`config.mk`:
```
export PLATFORM = sky130hd
export DESIGN_NAME = desc_accumulator
export DESIGN_NICKNAME = d
export VERILOG_FILES = /design/src/rtl/dacc_pkg.sv /design/src/rtl/dacc_chan.sv /design/src/rtl/dacc_engine.sv /design/src/rtl/desc_accumulator.sv
export SDC_FILE = /design/constraint.sdc
export NUM_CORES = 1
export LEC_CHECK = 0
export CAP_MARGIN = 40
export CORE_MARGIN = 2
export CORE_UTILIZATION = 42
export CTS_BUF_LIST = sky130_fd_sc_hd__clkbuf_8
export DETAILED_ROUTE_END_ITERATION = 7
export HOLD_SLACK_MARGIN = 0.15
export PLACE_DENSITY = 0.72
export REMOVE_ABC_BUFFERS = 1
export SYNTH_ARGS = -nofsm -noshare
export SYNTH_HDL_FRONTEND = slang
export SYNTH_SLANG_ARGS = --single-unit
```
`constraint.sdc`:
```
create_clock -name clk -period 4.7 [get_ports clk]
set_clock_uncertainty 0.1 [all_clocks]
set_input_delay 0.94 -clock clk [delete_from_list [all_inputs] [get_ports clk]]
set_output_delay 0.94 -clock clk [all_outputs]
set_load 0.02 [all_outputs]
```
`src/rtl/dacc_pkg.sv`:
```
package dacc_pkg;
  typedef enum logic {
    SCAN_ALL    = 1'b0,
    SCAN_ROTATE = 1'b1
  } scan_mode_e;

  typedef enum logic [1:0] {
    WHY_FULL  = 2'd0,
    WHY_TMO   = 2'd1,
    WHY_FLUSH = 2'd2
  } close_why_e;

  typedef enum logic [2:0] {
    ST_IDLE  = 3'd0,
    ST_EVAL  = 3'd1,
    ST_POP   = 3'd2,
    ST_DWR   = 3'd3,
    ST_CWR   = 3'd4,
    ST_QDONE = 3'd5,
    ST_CHEND = 3'd6
  } eng_st_e;
endpackage

```
`src/rtl/dacc_chan.sv`:
```
module dacc_chan #(
  parameter int IW   = 3,
  parameter int MAXL = 7
) (
  input  logic          clk,
  input  logic          rst_n,
  input  logic          cfg_we,
  input  logic          cfg_en,
  input  logic [IW-1:0] cfg_size,
  input  logic          cfg_tmo,
  input  logic          push,
  input  logic          close,
  input  logic          ack,
  output logic          en,
  output logic          tmo,
  output logic [IW-1:0] cnt,
  output logic          page,
  output logic          stall,
  output logic          full,
  output logic          flush_need,
  output logic          irq
);
  logic [IW-1:0] size_r;
  logic [IW-1:0] size_eff;
  logic [1:0]    pend;
  logic [1:0]    pend_n;
  logic          ackp;
  logic          ack_take;

  // size 0 or beyond the page capacity falls back to the capacity
  always_comb begin
    if (size_r == '0 || int'(size_r) > MAXL) size_eff = IW'(MAXL);
    else                                     size_eff = size_r;
  end

  assign ack_take = ack && pend[ackp];

  always_comb begin
    pend_n = pend;
    if (ack_take) pend_n[ackp] = 1'b0;
    if (close)    pend_n[page] = 1'b1;
  end

  always_ff @(posedge clk) begin
    if (!rst_n) begin
      en     <= 1'b0;
      tmo    <= 1'b0;
      size_r <= '0;
      cnt    <= '0;
      page   <= 1'b0;
      pend   <= 2'b00;
      ackp   <= 1'b0;
    end else begin
      if (cfg_we) begin
        en     <= cfg_en;
        tmo    <= cfg_tmo;
        size_r <= cfg_size;
      end
      if (close)     cnt <= '0;
      else if (push) cnt <= cnt + 1'b1;
      if (close)     page <= ~page;
      if (ack_take)  ackp <= ~ackp;
      pend <= pend_n;
    end
  end

  assign stall      = pend[page];
  assign full       = (cnt >= size_eff);
  assign flush_need = !en && (cnt != '0);
  assign irq        = |pend;

  AST_PUSH_FREE_PAGE: assert property (@(posedge clk) disable iff (!rst_n)
    push |-> (!stall && cnt < size_eff));
  AST_CLOSE_RAISES: assert property (@(posedge clk) disable iff (!rst_n)
    close |=> irq);
  AST_LAST_ACK_DROPS: assert property (@(posedge clk) disable iff (!rst_n)
    (ack && !close && $countones(pend) == 1) |=> !irq);
endmodule

```
`src/rtl/dacc_engine.sv`:
```
module dacc_engine
  import dacc_pkg::*;
#(
  parameter scan_mode_e MODE  = SCAN_ALL,
  parameter int         NCH   = 4,
  parameter int         QPC   = 4,
  parameter int         QBASE = 0,
  parameter int         QW    = 8,
  parameter int         DW    = 32,
  parameter int         IW    = 3,
  parameter int         CHW   = 2,
  parameter int         AW    = 6
) (
  input  logic                    clk,
  input  logic                    rst_n,
  input  logic                    tick,
  input  logic [NCH-1:0]          en_i,
  input  logic [NCH-1:0]          tmo_i,
  input  logic [NCH-1:0]          stall_i,
  input  logic [NCH-1:0]          full_i,
  input  logic [NCH-1:0]          flush_i,
  input  logic [NCH-1:0]          page_i,
  input  logic [NCH-1:0][IW-1:0]  cnt_i,
  output logic                    pop_valid,
  input  logic                    pop_ready,
  output logic [QW-1:0]           pop_qid,
  input  logic [DW-1:0]           pop_desc,
  output logic                    lw_valid,
  input  logic                    lw_ready,
  output logic [AW-1:0]           lw_addr,
  output logic [DW-1:0]           lw_data,
  output logic [NCH-1:0]          push_o,
  output logic [NCH-1:0]          close_o
);
  localparam int  QCW    = (QPC > 1) ? $clog2(QPC) : 1;
  localparam bit  IS_ROT = (MODE == SCAN_ROTATE);

  eng_st_e       st;
  close_why_e    why;
  logic [CHW-1:0] cur_ch;
  logic [CHW-1:0] rot_ptr;
  logic [QCW-1:0] cur_q;
  logic [DW-1:0]  desc_r;
  logic           tick_pend;
  logic           take_tick;

  logic           c_en, c_tmo, c_stall, c_full, c_page;
  logic [IW-1:0]  c_cnt;
  logic           any_flush;
  logic [CHW-1:0] flush_ch;

  assign c_en    = en_i[cur_ch];
  assign c_tmo   = tmo_i[cur_ch];
  assign c_stall = stall_i[cur_ch];
  assign c_full  = full_i[cur_ch];
  assign c_page  = page_i[cur_ch];
  assign c_cnt   = cnt_i[cur_ch];

  // lowest-numbered channel awaiting a flush
  always_comb begin
    any_flush = 1'b0;
    flush_ch  = '0;
    for (int i = NCH - 1; i >= 0; i--) begin
      if (flush_i[i]) begin
        any_flush = 1'b1;
        flush_ch  = CHW'(i);
      end
    end
  end

  generate
    if (IS_ROT) begin : g_qid_rot
      assign pop_qid = QW'(QBASE) + QW'(cur_ch) * QW'(QPC) + QW'(cur_q);
    end else begin : g_qid_all
      assign pop_qid = QW'(QBASE) + QW'(cur_ch);
    end
  endgenerate

  assign take_tick = (st == ST_IDLE) && !any_flush && tick_pend;

  always_ff @(posedge clk) begin
    if (!rst_n) begin
      st        <= ST_IDLE;
      why       <= WHY_FULL;
      cur_ch    <= '0;
      rot_ptr   <= '0;
      cur_q     <= '0;
      desc_r    <= '0;
      tick_pend <= 1'b0;
    end else begin
      tick_pend <= tick || (tick_pend && !take_tick);
      unique case (st)
        ST_IDLE: begin
          if (any_flush) begin
            cur_ch <= flush_ch;
            why    <= WHY_FLUSH;
            st     <= ST_CWR;
          end else if (tick_pend) begin
            cur_q <= '0;
            if (IS_ROT) begin
              cur_ch  <= rot_ptr;
              rot_ptr <= (rot_ptr == CHW'(NCH - 1)) ? '0 : rot_ptr + 1'b1;
            end else begin
              cur_ch <= '0;
            end
            st <= ST_EVAL;
          end
        end
        ST_EVAL: begin
          if (!c_en || c_stall) st <= ST_QDONE;
          else if (c_full) begin
            why <= WHY_FULL;
            st  <= ST_CWR;
          end else st <= ST_POP;
        end
        ST_POP: begin
          if (pop_ready) begin
            if (pop_desc == '0) st <= ST_QDONE;
            else begin
              desc_r <= pop_desc;
              st     <= ST_DWR;
            end
          end
        end
        ST_DWR: begin
          if (lw_ready) st <= ST_EVAL;
        end
        ST_CWR: begin
          if (lw_ready) begin
            unique case (why)
              WHY_FULL: st <= ST_EVAL;
              WHY_TMO:  st <= ST_CHEND;
              default:  st <= ST_IDLE;
            endcase
          end
        end
        ST_QDONE: begin
          if (IS_ROT && cur_q != QCW'(QPC - 1)) begin
            cur_q <= cur_q + 1'b1;
            st    <= ST_EVAL;
          end else st <= ST_CHEND;
        end
        ST_CHEND: begin
          if (c_en && c_tmo && c_cnt != '0) begin
            why <= WHY_TMO;
            st  <= ST_CWR;
          end else if (!IS_ROT && cur_ch != CHW'(NCH - 1)) begin
            cur_ch <= cur_ch + 1'b1;
            cur_q  <= '0;
            st     <= ST_EVAL;
          end else st <= ST_IDLE;
        end
        default: st <= ST_IDLE;
      endcase
    end
  end

  logic [IW-1:0] wr_idx;
  assign wr_idx    = (st == ST_DWR) ? c_cnt + 1'b1 : '0;
  assign pop_valid = (st == ST_POP);
  assign lw_valid  = (st == ST_DWR) || (st == ST_CWR);
  assign lw_addr   = {cur_ch, c_page, wr_idx};
  assign lw_data   = (st == ST_DWR) ? desc_r : DW'(c_cnt);

  always_comb begin
    push_o  = '0;
    close_o = '0;
    if (st == ST_DWR && lw_ready) push_o[cur_ch]  = 1'b1;
    if (st == ST_CWR && lw_ready) close_o[cur_ch] = 1'b1;
  end

  AST_POP_HOLD: assert property (@(posedge clk) disable iff (!rst_n)
    (pop_valid && !pop_ready) |=> (pop_valid && $stable(pop_qid)));
  AST_LW_HOLD: assert property (@(posedge clk) disable iff (!rst_n)
    (lw_valid && !lw_ready) |=> (lw_valid && $stable(lw_addr) && $stable(lw_data)));
  AST_NO_POP_BLOCKED: assert property (@(posedge clk) disable iff (!rst_n)
    pop_valid |-> (!c_stall && !c_full));
  AST_ONE_CLOSE: assert property (@(posedge clk) disable iff (!rst_n)
    $onehot0(close_o | push_o));
endmodule

```
`src/rtl/desc_accumulator.sv`:
```
module desc_accumulator
  import dacc_pkg::*;
#(
  parameter scan_mode_e MODE  = SCAN_ALL,
  parameter int         NCH   = 4,
  parameter int         QPC   = 4,
  parameter int         QBASE = 0,
  parameter int         QW    = 8,
  parameter int         DW    = 32,
  parameter int         MAXL  = 7,
  localparam int        CHW   = $clog2(NCH),
  localparam int        IW    = $clog2(MAXL + 1),
  localparam int        AW    = CHW + 1 + IW
) (
  input  logic           clk,
  input  logic           rst_n,
  input  logic           tick,
  input  logic           cfg_we,
  input  logic [CHW-1:0] cfg_ch,
  input  logic           cfg_en,
  input  logic [IW-1:0]  cfg_size,
  input  logic           cfg_tmo,
  output logic           pop_valid,
  input  logic           pop_ready,
  output logic [QW-1:0]  pop_qid,
  input  logic [DW-1:0]  pop_desc,
  output logic           lw_valid,
  input  logic           lw_ready,
  output logic [AW-1:0]  lw_addr,
  output logic [DW-1:0]  lw_data,
  output logic [NCH-1:0] irq,
  input  logic [NCH-1:0] irq_ack
);
  logic [NCH-1:0]         en, tmo, stall, full, flush, page, push, close;
  logic [NCH-1:0][IW-1:0] cnt;

  generate
    for (genvar c = 0; c < NCH; c++) begin : g_ch
      dacc_chan #(.IW(IW), .MAXL(MAXL)) u_chan (
        .clk        (clk),
        .rst_n      (rst_n),
        .cfg_we     (cfg_we && cfg_ch == CHW'(c)),
        .cfg_en     (cfg_en),
        .cfg_size   (cfg_size),
        .cfg_tmo    (cfg_tmo),
        .push       (push[c]),
        .close      (close[c]),
        .ack        (irq_ack[c]),
        .en         (en[c]),
        .tmo        (tmo[c]),
        .cnt        (cnt[c]),
        .page       (page[c]),
        .stall      (stall[c]),
        .full       (full[c]),
        .flush_need (flush[c]),
        .irq        (irq[c])
      );
    end
  endgenerate

  dacc_engine #(
    .MODE(MODE), .NCH(NCH), .QPC(QPC), .QBASE(QBASE), .QW(QW),
    .DW(DW), .IW(IW), .CHW(CHW), .AW(AW)
  ) u_engine (
    .clk       (clk),
    .rst_n     (rst_n),
    .tick      (tick),
    .en_i      (en),
    .tmo_i     (tmo),
    .stall_i   (stall),
    .full_i    (full),
    .flush_i   (flush),
    .page_i    (page),
    .cnt_i     (cnt),
    .pop_valid (pop_valid),
    .pop_ready (pop_ready),
    .pop_qid   (pop_qid),
    .pop_desc  (pop_desc),
    .lw_valid  (lw_valid),
    .lw_ready  (lw_ready),
    .lw_addr   (lw_addr),
    .lw_data   (lw_data),
    .push_o    (push),
    .close_o   (close)
  );

  AST_RESET_QUIET: assert property (@(posedge clk)
    $rose(rst_n) |-> (irq == '0 && !pop_valid && !lw_valid));
endmodule

```
# Word level (Yosys, flattened, before mapping)
# Index checks and enable logic that the tools add are counted.
dict set report word_totals {
  ff_bits 88
  word_cells 261
  out_inout_bits 52
}
dict set report classes {
  n_reduce_logical 65
  n_mux 92
  eq_ne 21
  add_sub_neg 6
  n_bitwise 22
  order_cmp 22
}
# cell count
set op_table {}
lappend op_table {{$mux 3} 15}
lappend op_table {{$mux 2} 20}
lappend op_table {{$mux 1} 35}
lappend op_table {{$logic_not 32->1} 1}
lappend op_table {{$mux 32} 1}
lappend op_table {{$logic_and 1x1->1} 28}
lappend op_table {{$pmux 3 s7} 1}
lappend op_table {{$reduce_bool 3->1} 6}
lappend op_table {{$lt 1x2->1 const B} 8}
lappend op_table {{$reduce_or 2->1} 8}
lappend op_table {{$add 3x1->3 const B} 5}
lappend op_table {{$logic_not 3->1} 5}
lappend op_table {{$ge 3x3->1} 4}
lappend op_table {{$bmux 1 s2} 5}
lappend op_table {{$ne 2x1->1 const B} 5}
lappend op_table {{$ne 2x2->1 const B} 5}
lappend op_table {{$not 1->1} 10}
lappend op_table {{$eq 3x3->1 const B} 3}
lappend op_table {{$and 2x2->2} 4}
lappend op_table {{$demux 1 s1} 8}
lappend op_table {{$ge 1x1->1 const B} 8}
lappend op_table {{$mux 4} 2}
lappend op_table {{$not 2->2} 4}
lappend op_table {{$or 2x2->2} 4}
lappend op_table {{20 further kinds} 33}

# Depth between registers and ports, before layout
# Gate-level depths: netlist (run 1).
dict set report depth {
  ltp_word 12
  depth_mapped 10
  mapped_depth_nobuf 9
}

# By module
# Synthesis (run 1) repeated with hierarchy kept, for this count alone.
dict set report hier_totals {
  hier_cells 549
  area_unflattened_um2 4812.1
}
# mod instances cells_each seq_area_each_um2 area_each_um2
set modules_own_cells {}
lappend modules_own_cells {dacc_engine 1 289 800.8 2497.4}
lappend modules_own_cells {dacc_chan 4 64 240.2 569.3}
lappend modules_own_cells {desc_accumulator 1 4 0.0 37.5}

# Worst setup path before layout (run 1)
# OpenSTA, ideal clock, no wires.
dict set report synth_path {
  kind {flip-flop to output port}
  start {register u_engine.cur_ch[0]}
  end {output port lw_addr[2]}
  required_time_ns 3.660
  path_slack_ns 1.845
  t_arrival_ns 1.815
  n_path_buf 1
  stages_incl_launch_ff 6
  cell_sequence {dfxtp_1 buf_6 mux4_2 ha_1 xnor2_1 nor2_1}
}
dict set report synth_between {
  elab_chain_cells 4
}
# item line_no
set synth_lines {}
lappend synth_lines {{start: declaration} dacc_engine.sv:40} ;# logic [CHW-1:0] cur_ch;
lappend synth_lines {{start signal: assignment} dacc_engine.sv:95} ;# cur_ch <= flush_ch;
lappend synth_lines {{start signal: assignment} dacc_engine.sv:101} ;# cur_ch <= rot_ptr;
lappend synth_lines {{start signal: assignment} dacc_engine.sv:148} ;# cur_ch <= cur_ch + 1'b1;
lappend synth_lines {{$bmux 3 s2} dacc_engine.sv:57} ;# assign c_cnt = cnt_i[cur_ch];
lappend synth_lines {{$mux 3 (implied by the code)} dacc_engine.sv:57}
lappend synth_lines {{$add 3x1->3} dacc_engine.sv:159} ;# assign wr_idx = (st == ST_DWR) ? c_cnt + 1'b1 : '0;
lappend synth_lines {{$mux 3} dacc_engine.sv:159}
lappend synth_lines {{end: declaration} desc_accumulator.sv:29} ;# output logic [AW-1:0] lw_addr,
# Every way passes these cells. The select of a mux whose other input is x is not followed.

# Worst setup path after layout (run 1)
# Same ends and word-level chain as after synthesis.

==> metrics.md, run 1 <==
| Metric | Value |
|---|---|
| Status | `completed` |
| Critical path capture point type | `primary output` |
| I/O Buffers | `between 90 and 100` |
| Area Overhead vs Synth | `24.9%` |
| Pin count of the biggest net entering global routing | `between 50 and 60` |
| Die ar. | `approximately 12000 um^2` |
| Yosys reg bits | `between 80 and 90` |
| Clock transition at path regs | `~90 ps` |
| DR iter-0 viols | `roughly 230` |
| Worst hold-check path type | `reg -> reg` |
| Detailed Place HPWL | `between 8 and 9 mm` |
| Setup bufs post-CTS | `0` |
| Hold Path Stages | `2` |
| Post-synthesis sequential area ratio | `0.367` |
| Global-route wire length before repair | `between 15 and 20 mm` |
| Clk sinks | `88` |
| Post-DRT Antenna Nets | `0` |
| Maximum clock rate | `~270 MHz` |
| CTS tree | `done` |
| Worst path required time | `between 3000 and 4000 ps` |
| Synth Flop Type | `dfxtp_1` |
| Total track usage | `0.189` |
| Initial core utilization | `0.426` |
| Drt wl/cell | `15.5 um` |
| WP data arrival | `about 2600 ps` |
| Max cap viols | `0` |
| IO Pins | `roughly 100` |
| Post-Place Setup Slack | `about 1200 ps` |
| GR Overflow Total | `0` |
| Kind of critical path | `reg -> out` |
| Final Wtd Congestion | `about 0.9` |
| Initial antenna violation count | `0` |
| Slew @ Worst Pin | `548 ps` |
| Drt drc | `0` |
| # rows | `39` |
| Cell Area, Synth | `4800 um^2` |
| Initial DRT Pass Iterations | `4` |
| Gate Count Post-Synth | `between 500 and 600` |
| Max Buffers Root-to-Sink | `2` |
| DIE WIDTH | `between 100 and 150 um` |
| Relative slew margins | `0.634` |
| Post-DP Area | `5780 um^2` |
| Post-CTS resize count | `0` |
| CTS Buf Count | `9` |
| Final instance area | `6000 um^2` |
| Post-synth EDFFs | `0` |
| Final Setup Violations | `0` |
| Unrepaired setup endpoints after global routing | `false` |
| Vias | `around 4100` |
| Root Buffer | `clkbuf_8` |
| Crit-path max FO | `8` |
| # fillers | `1052` |
| Worst-Skew Late Latency | `~360 ps` |
| Synth cell types | `58` |
| Max VDD drop | `about 170 uV` |
| Mapped Avg Cell Area | `approximately 9 um^2` |
| Fraction of layout cells with a size suffix above 1 | `0.0642` |
| Setup TNS | `0 ps` |
| Routed WL | `11.9 mm` |
| Asr flop ratio synth | `0` |
| Tcrit/Tclk final | `0.781` |
| Nets | `just under 700` |
| Final hold vios | `0` |
| Reg2Reg Depth | `10` |
| PwrDens | `255 nW/um^2` |
| Lkg Pwr | `2.77 nW` |
| Core area | `11300 um^2` |
| Vias per cell | `~5.3` |
| Clock H-tree levels | `3` |
| # hold bufs at CTS | `0` |
| Post-route setup slack | `approximately 1000 ps` |
| Diodes inserted | `0` |
| Max-slew violation count | `0` |
| Yosys warnings | `0` |
| CP Launch Type | `register` |
| Vias in the first global route | `4016` |
| Final min period | `roughly 3700 ps` |
| DIE HEIGHT | `around 110 um` |
[worst max-delay path, stage by stage, from the launching register on]
cell and delay, ps:
dfxtp_1 570, buf_4 270, mux4_2 570, xnor2_1 150
nor2_1 90, clkdlybuf4s50_1 640
[registers in the layout, indices dropped and copies added, names as in the netlist, 3 cells and up]
| register | cells |
|---|---|
| g_ch.u_chan.size_r | 12 |
| u_engine.desc_r | 32 |
| g_ch.u_chan.ackp | 4 |
| u_engine.st | 3 |
| g_ch.u_chan.cnt | 12 |
| g_ch.u_chan.tmo | 4 |
| g_ch.u_chan.en | 4 |
| g_ch.u_chan.page | 4 |
| g_ch.u_chan.pend | 8 |
[path summary, 6_finish.rpt]
check                           start                  end  slack (ps)
hold / removal    u_engine.desc_r[11]  u_engine.desc_r[11]         400
hold reg to reg   u_engine.desc_r[11]  u_engine.desc_r[11]         400
setup / recovery   u_engine.cur_ch[0]           lw_addr[2]        1030
setup reg to reg   u_engine.cur_ch[0]      u_engine.why[1]        2220
[where the power goes]
group	internal, mW	switching, mW
combinational	0.0880	0.105
clock	0.279	0.287
sequential	0.757	0.0128
total	1.12	0.405
[placed cells by master, fill, tap and decap left out, drive strengths merged, types with 2 or more instances in the layout]
master,instances
buf,7
nand3b,2
dfxtp,88
clkdlybuf4s50,94
nand4,7
o211ai,6
nand3,9
ha,26
a21oi,13
clkinvlp,2
xnor2,6
and3,32
xor2,7
mux4,7
conb,6
a211oi,3
or4,2
o21bai,5
a311oi,4
nor2,114
nor2b,7
o221a,3
nand2b,5
and2,2
a21o,3
or2,4
a32oi,4
mux2i,61
a221o,2
inv,23
clkbuf,11
nor3,2
nand2,23
nor4,8
o21ai,7
[layer usage]
layer	routed length, um	global-route usage	vias to the layer above
met3	694	0.0481	16
li1	-	-	2032
met4	170	0.0550	0
met1	5530	0.244	1912
met2	5460	0.314	130
met5	0	0	-
[layout make-up]
class	instances	area [um^2]	share of cell area
inverter	21	78.8	0.0131
sequential	88	1760	0.294
timing repair buffer	101	1010	0.168
clock inverter	5	62.6	0.0104
multi-input combinational	397	2760	0.460
clock buffer	11	151	0.0252
tap	143	179	0.0298
[synth_stat cells, types with 2 or more instances]
| library cell | instances | share of area |
|---|---|---|
| nor2_1 | 114 | 0.089 |
| dfxtp_1 | 88 | 0.37 |
| mux2i_1 | 61 | 0.13 |
| and3_1 | 32 | 0.042 |
| ha_1 | 26 | 0.068 |
| nand2_1 | 23 | 0.018 |
| inv_1 | 19 | 0.015 |
| clkbuf_1 | 17 | 0.013 |
| buf_4 | 16 | 0.025 |
| a21oi_1 | 13 | 0.014 |
| nand3_1 | 9 | 0.0094 |
| nor4_1 | 8 | 0.010 |
| nand4_1 | 7 | 0.0091 |
| nor2b_1 | 7 | 0.0091 |
| xor2_1 | 7 | 0.013 |
| mux4_2 | 6 | 0.028 |
| o21ai_0 | 6 | 0.0063 |
| xnor2_1 | 6 | 0.011 |
| nand2b_1 | 5 | 0.0065 |
| o211ai_1 | 5 | 0.0078 |
| o21bai_1 | 5 | 0.0078 |
| a311oi_1 | 4 | 0.0073 |
| a32oi_1 | 4 | 0.0073 |
| or2_2 | 4 | 0.0052 |
| a211oi_1 | 3 | 0.0047 |
| a21o_1 | 3 | 0.0047 |
| buf_2 | 3 | 0.0031 |
| o221a_1 | 3 | 0.0070 |
| a221o_1 | 2 | 0.0042 |
| inv_2 | 2 | 0.0016 |
| nand3b_1 | 2 | 0.0031 |
| nor3_2 | 2 | 0.0042 |
| or4_1 | 2 | 0.0031 |
[per-stage QoR]
stage	instances	utilization	total power, mW	hold slack [ps]
floorplan	506	-	0.881	352
global placement	748	0.511	0.972	366
detailed placement	750	0.513	0.978	379
CTS	766	0.532	1.54	399
global route	766	0.532	1.59	418
finish	766	0.532	1.53	399
[cell families (layout without fill, tap and decap cells)]
family                     count (synthesis)  after routing  share of synthesized area
buffers and inverters                     59            138                     0.0644
xor gates and xnor gates                  13             13                     0.0237
muxes                                     68             68                      0.161
and+or+nand+nor                          221            221                      0.219
adders and majority gates                 26             26                     0.0677
AOI/OAI and AO/OA                         63             63                     0.0969
DFF                                       88             88                      0.367
other                                      1              6                   0.000781
No activity file was read; power rests on OpenSTA's default activity.
==> run 2, diff against run 1 <==
clock period = 3.4 ns   (was 4.7 ns; I/O delays follow)
==> run 2 against run 1 <==
Net effect:
- final area increased by 0.35%
- non-clock buffer count grew 3
- sequential share of layout area is 0.083 points lower
- first-iteration DRC count rose by 30%
- combinational power rose by 40%
- count of clock-buffer cells in the layout shrank 1
- die area unchanged
==> metrics.md, run 2 (synthesized netlist as in run 1, its figures left out) <==
| Metric | Value |
|---|---|
| Initial DRT Pass Iterations | `5` |
| Final hold vios | `0` |
| Area Overhead vs Synth | `25.4%` |
| Setup TNS | `0 ps` |
| Kind of critical path | `reg -> out` |
| Drt drc | `0` |
| Slowest cell on crit path | `clkdlybuf4s50_1` |
| Clock H-tree levels | `3` |
| Largest registers | `u_engine.desc_r: 32 flops, g_ch.u_chan.cnt: 12 flops, g_ch.u_chan.size_r: 12 flops` |
| Hold Path Stages | `2` |
| Detailed Place HPWL | `roughly 9 mm` |
| DR iter-0 viols | `~290` |
| Post-DRT Antenna Nets | `0` |
| Max Buffers Root-to-Sink | `2` |
| Diodes inserted | `0` |
| Worst hold-check path type | `reg -> reg` |
| Core area | `11300 um^2` |
| Initial antenna violation count | `0` |
| Internal Power | `between 1.5 and 2 mW` |
| Final Setup Violations | `0` |
| Comb power frac | `0.131` |
| Most common cell after layout, fill and taps aside | `nor2_1` |
| Drt wl/cell | `between 15 and 20 um` |
| Crit-path cells | `and2b_1 > buf_4 > and3_1 > clkdlybuf4s50_1` |
| Worst path bufs/invs | `2` |
| Final Wtd Congestion | `0.838` |
| Commonest non-fill, non-tap cells in the layout | `nor2_1 (114), clkdlybuf4s50_1 (94), dfxtp_1 (87), mux2i_1 (61), and3_1 (32)` |
| Sequential fraction of design power | `0.513` |
| Fraction of layout cells with a size suffix above 1 | `0.0671` |
| I/O Buffers | `94` |
| Worst-Skew Late Latency | `around 360 ps` |
| Nets | `696` |
| CTS Buf Count | `9` |
| CTS tree | `done` |
| Maximum clock rate | `approximately 310 MHz` |
| PwrDens | `between 300 and 400 nW/um^2` |
| Post-DP Area | `5820 um^2` |
| Status | `completed` |
| WP data arrival | `approximately 2400 ps` |
| CP Launch Type | `register` |
| Lkg Pwr | `between 2 and 3 nW` |
| DIE WIDTH | `approximately 110 um` |
| Largest register FFs | `32` |
| Tcrit/Tclk final | `0.946` |
| Reg2Reg Depth | `10` |
| IO Pins | `101` |
| Slew @ Worst Pin | `about 550 ps` |
| Vias | `a little over 4000` |
| DIE HEIGHT | `around 110 um` |
| Max-slew violation count | `0` |
| Clock network power share | `0.356` |
| Worst path depth | `4` |
| Setup bufs post-CTS | `0` |
| Final instance area | `6020 um^2` |
| Clk sinks | `slightly below 90` |
| Final min period | `3220 ps` |
| Net Sw Frac | `0.262` |
| Pin count of the biggest net entering global routing | `between 40 and 50` |
| Vias in the first global route | `between 4000 and 5000` |
| Largest stage delay, worst path | `just over 600 ps` |
| Clock transition at path regs | `approximately 90 ps` |
| Routed WL | `11.8 mm` |
| Vias per cell | `between 5 and 6` |
| Unrepaired setup endpoints after global routing | `false` |
| Total track usage | `0.191` |
| Initial core utilization | `0.426` |
| Global-route wire length before repair | `around 19 mm` |
| Root Buffer | `clkbuf_8` |
| # rows | `39` |
| Top delay family on crit path | `buffers and inverters` |
| Worst path required time | `roughly 2600 ps` |
| Max cap viols | `0` |
| Crit-path max FO | `26` |
| Die ar. | `roughly 12000 um^2` |
| Sw Pwr | `0.542 mW` |
| Max VDD drop | `around 200 uV` |
| Critical path capture point type | `primary output` |
| Top reg by flops | `u_engine.desc_r` |
| GR Overflow Total | `0` |
| Relative slew margins | `0.633` |
[run 2: changes by cell type in the layout (fill, tap and decap cells not counted)]
cell,before,now
buf_4,6,8
inv_1,19,21
inv_6,2,0
buf_12,1,2
clkbuf_8,11,10
clkinv_4,0,1
dfxtp_1,88,87
dfxtp_2,0,1
[run 2: area by class of cell]
| cell class | instances | area (um^2) |
|---|---|---|
| clock inverters | 6 | 61.3 |
| flip-flops and latches | 88 | 1760 |
| inverters | 21 | 78.8 |
| fillers | 1036 | 5250 |
| clock buffers | 10 | 138 |
| repair buffers | 104 | 1040 |
| well taps | 143 | 179 |
| multi-input cells | 397 | 2760 |
[run 2: worst paths after layout]
check	startpoint	to	slack (ps)
setup / recovery	u_engine.st[1]	lw_data[13]	180
hold / removal	u_engine.desc_r[12]	u_engine.desc_r[12]	400
setup reg to reg	u_engine.cur_ch[1]	u_engine.cur_ch[1]	1110
hold reg to reg	u_engine.desc_r[12]	u_engine.desc_r[12]	400
[run 2: repair_timing]
item	4_1_cts	5_1_grt
gates resized for setup	0	1
endpoints found under the setup margin	0	1
hold buffers	0	0
[run 2: routing by layer]
metal | up-vias | part of all wire | track usage
met5 | - | 0 | 0
met4 | 0 | 0.011 | 0.0517
met3 | 13 | 0.062 | 0.0366
met2 | 135 | 0.48 | 0.328
met1 | 1956 | 0.45 | 0.247
li1 | 2029 | - | -
[run 2: power groups by stage]
| stage | sequential (mW) | combinational [mW] | clock, mW |
|---|---|---|---|
| after floorplan | 1.10 | 0.119 | 0 |
| after global placement | 1.08 | 0.264 | 0 |
| after detailed placement | 1.09 | 0.267 | 0 |
| after CTS | 1.06 | 0.270 | 0.753 |
| after global routing | 1.06 | 0.296 | 0.803 |
| final | 1.06 | 0.271 | 0.735 |
[run 2: worst reg2reg max path, cell delays in order (launching register included)]
cell     delay [ps]
dfxtp_1         370
buf_4           240
mux4_2          390
inv_1           100
ha_1            140
inv_1            40
o211a_1         240
nor3_2          160
a31o_2          180
and3_1          170
nor3_2           40
[run 2: metrics by stage]
stage                     power (mW)  setup slack (ps)  std cells  hold slack (ps)   util
after floorplan                 1.22               400        506              352      -
after global placement          1.35               456        753              366  0.516
after detailed placement        1.35               451        753              380  0.516
after CTS                       2.08              37.7        769              401  0.534
after global routing            2.16              56.6        769              424  0.534
final                           2.07               185        769              398  0.534
